**src/rtl/exc_stacker.sv**
```systemverilog
module exc_stacker #(
  parameter int VW     = 8,
  parameter int AE_VEC = 9
) (
  input  logic          clk,
  input  logic          rst_n,
  input  logic          req,
  input  logic [VW-1:0] req_vec,
  input  logic [31:0]   sr_in,
  input  logic [31:0]   pc_in,
  input  logic [31:0]   sp_in,
  input  logic [31:0]   vbr_in,
  output logic          busy,
  output logic [31:0]   bus_addr,
  output logic [31:0]   bus_wdata,
  output logic          bus_we,
  output logic          bus_re,
  input  logic [31:0]   bus_rdata,
  input  logic          bus_ready,
  output logic [31:0]   sp_out,
  output logic          addr_err,
  output logic          done,
  output logic [31:0]   handler,
  output logic [VW-1:0] done_vec
);
  typedef enum logic [1:0] {IDLE, PUSH_SR, PUSH_PC, FETCH} st_t;

  localparam logic [VW-1:0] AEV = VW'(AE_VEC);

  st_t           st;
  logic [VW-1:0] vec;
  logic [31:0]   sr_q, pc_q, sp_q, vbr_q;
  logic          ae, pend;

  wire stack_mis = sp_q[1:0] != 2'b00;
  wire base_mis  = vbr_q[1:0] != 2'b00;
  wire fin       = (bus_we | bus_re) & bus_ready;

  assign busy      = st != IDLE;
  assign bus_we    = st == PUSH_SR || st == PUSH_PC;
  assign bus_re    = st == FETCH;
  assign bus_addr  = bus_re ? vbr_q + {{(30-VW){1'b0}}, vec, 2'b00} : sp_q - 32'd4;
  assign bus_wdata = st == PUSH_SR ? sr_q : pc_q;
  assign sp_out    = sp_q;
  assign addr_err  = pend;

  always_ff @(posedge clk or negedge rst_n) begin
    if (!rst_n) begin
      st       <= IDLE;
      vec      <= '0;
      sr_q     <= '0;
      pc_q     <= '0;
      sp_q     <= '0;
      vbr_q    <= '0;
      ae       <= 1'b0;
      pend     <= 1'b0;
      done     <= 1'b0;
      handler  <= '0;
      done_vec <= '0;
    end else begin
      done <= 1'b0;
      case (st)
        IDLE: if (req) begin
          vec   <= req_vec;
          sr_q  <= sr_in;
          pc_q  <= pc_in;
          sp_q  <= sp_in;
          vbr_q <= vbr_in;
          ae    <= 1'b0;
          st    <= PUSH_SR;
        end
        PUSH_SR, PUSH_PC: if (fin) begin
          sp_q <= sp_q - 32'd4;
          if (!ae && stack_mis) pend <= 1'b1;
          st <= (st == PUSH_SR) ? PUSH_PC : FETCH;
        end
        FETCH: if (fin) begin
          if (!ae && (pend || base_mis)) begin
            ae   <= 1'b1;
            pend <= 1'b0;
            vec  <= AEV;
            pc_q <= bus_rdata;
            st   <= PUSH_SR;
          end else begin
            done     <= 1'b1;
            handler  <= bus_rdata;
            done_vec <= vec;
            ae       <= 1'b0;
            st       <= IDLE;
          end
        end
        default: st <= IDLE;
      endcase
    end
  end

  a_r4_hold_cycle: assert property (@(posedge clk) disable iff (!rst_n)
    (bus_we | bus_re) && !bus_ready |=> $stable(bus_addr) && $stable(bus_wdata) && $stable(bus_we) && $stable(bus_re));
  a_r3_done_single: assert property (@(posedge clk) disable iff (!rst_n)
    done |=> !done);
  a_r7_no_nested_fault: assert property (@(posedge clk) disable iff (!rst_n)
    ae |-> !pend);
  a_r8_busy_ignores: assert property (@(posedge clk) disable iff (!rst_n)
    busy && !(bus_re && bus_ready) |=> $stable(vec));
  a_r9_low_bits_kept: assert property (@(posedge clk) disable iff (!rst_n)
    bus_we && bus_ready |=> sp_out[1:0] == $past(sp_out[1:0]));
  a_r7_clear_at_done: assert property (@(posedge clk) disable iff (!rst_n)
    done |-> !addr_err);
endmodule

```
**config.mk**
```make
export PLATFORM = sky130hd
export DESIGN_NAME = exc_stacker
export DESIGN_NICKNAME = d
export VERILOG_FILES = /design/src/rtl/exc_stacker.sv
export SDC_FILE = /design/constraint.sdc
export NUM_CORES = 1
export LEC_CHECK = 0
export BUFFER_PORTS_ARGS = -buffer_cell sky130_fd_sc_hd__clkbuf_2
export CORE_AREA = 2 2 160 162
export CTS_CLUSTER_DIAMETER = 80
export DETAILED_ROUTE_END_ITERATION = 16
export DIE_AREA = 0 0 162 164
export SETUP_SLACK_MARGIN = 0.5
export SYNTH_ARGS = -nofsm -noshare
export SYNTH_HDL_FRONTEND = slang
export SYNTH_SLANG_ARGS = --single-unit
```
**constraint.sdc**
```tcl
create_clock -name clk -period 6 [get_ports clk]
set_input_delay 1.2 -clock clk [delete_from_list [all_inputs] [get_ports clk]]
set_output_delay 1.2 -clock clk [all_outputs]
set_load 0.005 [all_outputs]
```
==> impl_metrics.ini <==
[yosys]
ys_seq_area_share_pct = 45.94
netlist_instances = 919
yosysMostFrequentCell = dfrtp_1
postSynthAreaPerCell_um2 = 10.73
synth_area_mm2 = 0.009859
synth_top_area_cell = dfrtp_1
netlist_top_cells_count = dfrtp_1 (181), mux2_2 (139), nand2_1 (85), o21ai_0 (68), nor2_1 (53)
ys_warn_count = 0
synth_edf_count = 0
synthArstFlopShare_pct = 100.0
synth_top_area_share_pct = 45.94
synthesis.nets = 1104
ys_ff_latch = 181
ys_types = 63
synthTopCellsByArea = dfrtp_1 (46%), mux2_2 (16%), mux2i_1 (4.9%)
synthFlopType = dfrtp_1

[clock_tree]
cts_tree = done
cts_buffers = 17
post_cts_buffers = 0
clk_path_buf_depth = 2
cts.sinks = 181
post_cts_resized = 0
root_buffer = clkbuf_16
clk_pin_slew_worst_paths_ns = 0.08
cts_max_level = 4
cts_hold_buf = 0
clock_latency_ns = 0.44

[detailed_routing]
viasPerCell = 5.339
drt_wl_total_um = 30550
ant_nets = 0
num_vias = 8265
first_pass_iters = 6
wl_per_cell_um = 19.74
remaining_drc_errors = 0
dr.first_iter.drc_count = 541

[global_routing]
grt_overflow = 0
met3_usage_pct = 6.768
grt.busiest_layer = met2
grt_max_degree = 105
met2_usage_pct = 39.13
grt_usage_pct = 23.18
grt_pass1_vias = 8293
grt_util_met1_pct = 29.32
antenna_found_initial = 2
grt_pass1_wl_um = 47240

[worst_setup_path]
cp.required_ns = 4.80
start_kind = flip-flop
critPathLaunch = vec[0]
path_cells = ha_1, fa_1, nand3_1, a2111oi_2, o2111ai_1, xor2_1, mux2i_1, clkbuf_2
critPathMaxStageDelay_ns = 1.03
worstReg2RegStart = st[0]
crit_path_end_kind = output pin
reg2reg_depth = 6
worst_ep_arrival_time_ns = 3.27
crit_buf_inv = 1
crit_type = reg2out
cp_max_fo = 10
worst_path_dominant_cell_family = compound AO/OA/AOI/OAI gates
crit_cells = 8
crit_slowest_cell = a2111oi_2

[floorplanning]
die_y_um = 164
die_w_um = 162
coreArea_mm2 = 0.02482
start_util_pct = 39.73
design.portCount = 313
die_area_mm2 = 0.02657
row_count = 58

[place]
place_hpwl_um = 22900
place_area_mm2 = 0.01173
port_buffers = 312
gp_congestion = 0.8768
dp_slack_ns = 1.978

[worst_hold_path]
hold_depth = 2
min_from = pc_q[2]
hp-class = reg2reg

[sta]
finalSetupTns_ns = 0
tightest_slew_ns = 1.199
finalCritPeriodShare_pct = 74.51
rsz0062_at_grt = false
final-hold-violation-count = 0
maxSlewViolCount = 0
timing.hold.ws_ns = 0.4784
max-slew-margin-rel_pct = 19.88
timing.final.ws_setup_ns = 1.529
max_freq_mhz = 223.7
period_minus_slack_ns = 4.471
finalSetupViolCount = 0
fin_skew_ns = 0.01503

[power_and_ir_drop]
seqPwrFrac_pct = 34.0
switching_share_pct = 42.29
ir_drop_mv = 0.2441
p_clk_share_pct = 17.5
power.total_uw = 6843
p_int_uw = 3949
p_sw_uw = 2894
power_density_mw_per_mm2 = 553.7
leakage_uw = 0.005818
comb_power_share_pct = 48.5

[final_layout]
layout-drive-gt1-share_pct = 42.15
final_area_mm2 = 0.01236
final_nets = 1389
syn2layout_area_growth_pct = 25.36
fill_cells = 2377

[status]
status = completed

[run]
maxCapViolations = 0
[sequential cells by signal, summed over array words and instances (netlist names)]
signal / cells
addr_err: 1
ae: 1
done: 1
done_vec: 8
handler: 32
pc_q: 32
sp_out: 32
sr_q: 32
st: 2
vbr_q: 32
vec: 8
[path summary, 6_finish.rpt]
path,end,slack [ns]
max in group asynchronous,vbr_q[2],3.85
min reg2reg,pc_q[2],0.48
min in group asynchronous,sp_out[19],0.82
max,bus_addr[24],1.53
max reg2reg,sp_out[5],2.71
min,pc_q[2],0.48
[power groups by stage]
stage	logic (uW)	clock network [uW]	registers, uW
floorplan	2150	0	2160
global placement	3330	0	2320
detailed placement	3360	0	2340
CTS	3370	1220	2320
global route	3680	1270	2410
finish	3320	1200	2320
[tightest hold or removal path, delay by kind of cell (launching register included)]
family,cells,cell delay [ns]
DFF,1,0.34
AOI/OAI and AO/OA,1,0.06
and+or+nand+nor,1,0.05
[routing by layer]
layer / routed length, um / vias up
met4: 473 / 2
met5: 13 / -
met1: 12750 / 3995
met3: 2628 / 33
li1: - / 3910
met2: 14680 / 325
[area by class of cell]
class | count | area (um^2) | share of cell area, %
multi-input combinational | 666 | 5074 | 41.05
timing repair buffer | 324 | 1660 | 13.43
clock inverter | 15 | 202.7 | 1.640
antenna | 1 | 2.502 | 0.02025
inverter | 14 | 52.55 | 0.4252
tap | 330 | 412.9 | 3.341
sequential | 181 | 4529 | 36.65
clock buffer | 17 | 425.4 | 3.442
[cell families after synthesis]
group           count (synthesis)  synth area share (%)
simple gates                  234                 12.35
flops                         181                 45.94
mux                           187                 20.75
xor+xnor                       47                 4.175
fa+ha+maj                      13                 1.726
buf+inv                        72                 2.944
compound gates                185                 12.12
[per-stage QoR]
| step | utilization, % | cells |
|---|---|---|
| 3_3_place_gp | 47.26 | 1515 |
| 4_1_cts | 49.79 | 1547 |
| 3_5_place_dp | 47.26 | 1515 |
| 5_1_grt | 49.79 | 1547 |
| 2_1_floorplan | - | 919 |
| 6_report | 49.80 | 1548 |
[cells in the final DEF, fill, tap and decap left out, types with 17 or more instances in the layout]
cell type	synthesis	final
nand2_1	85	84
nor2_1	53	52
a21oi_1	32	32
xnor2_1	29	29
mux2_2	139	139
clkbuf_16	0	17
xor2_1	18	18
clkbuf_2	0	311
nor3_1	17	17
dfrtp_1	181	181
mux2i_1	48	48
o21ai_0	68	68
Note: power is estimated with default switching activity, not from simulation.
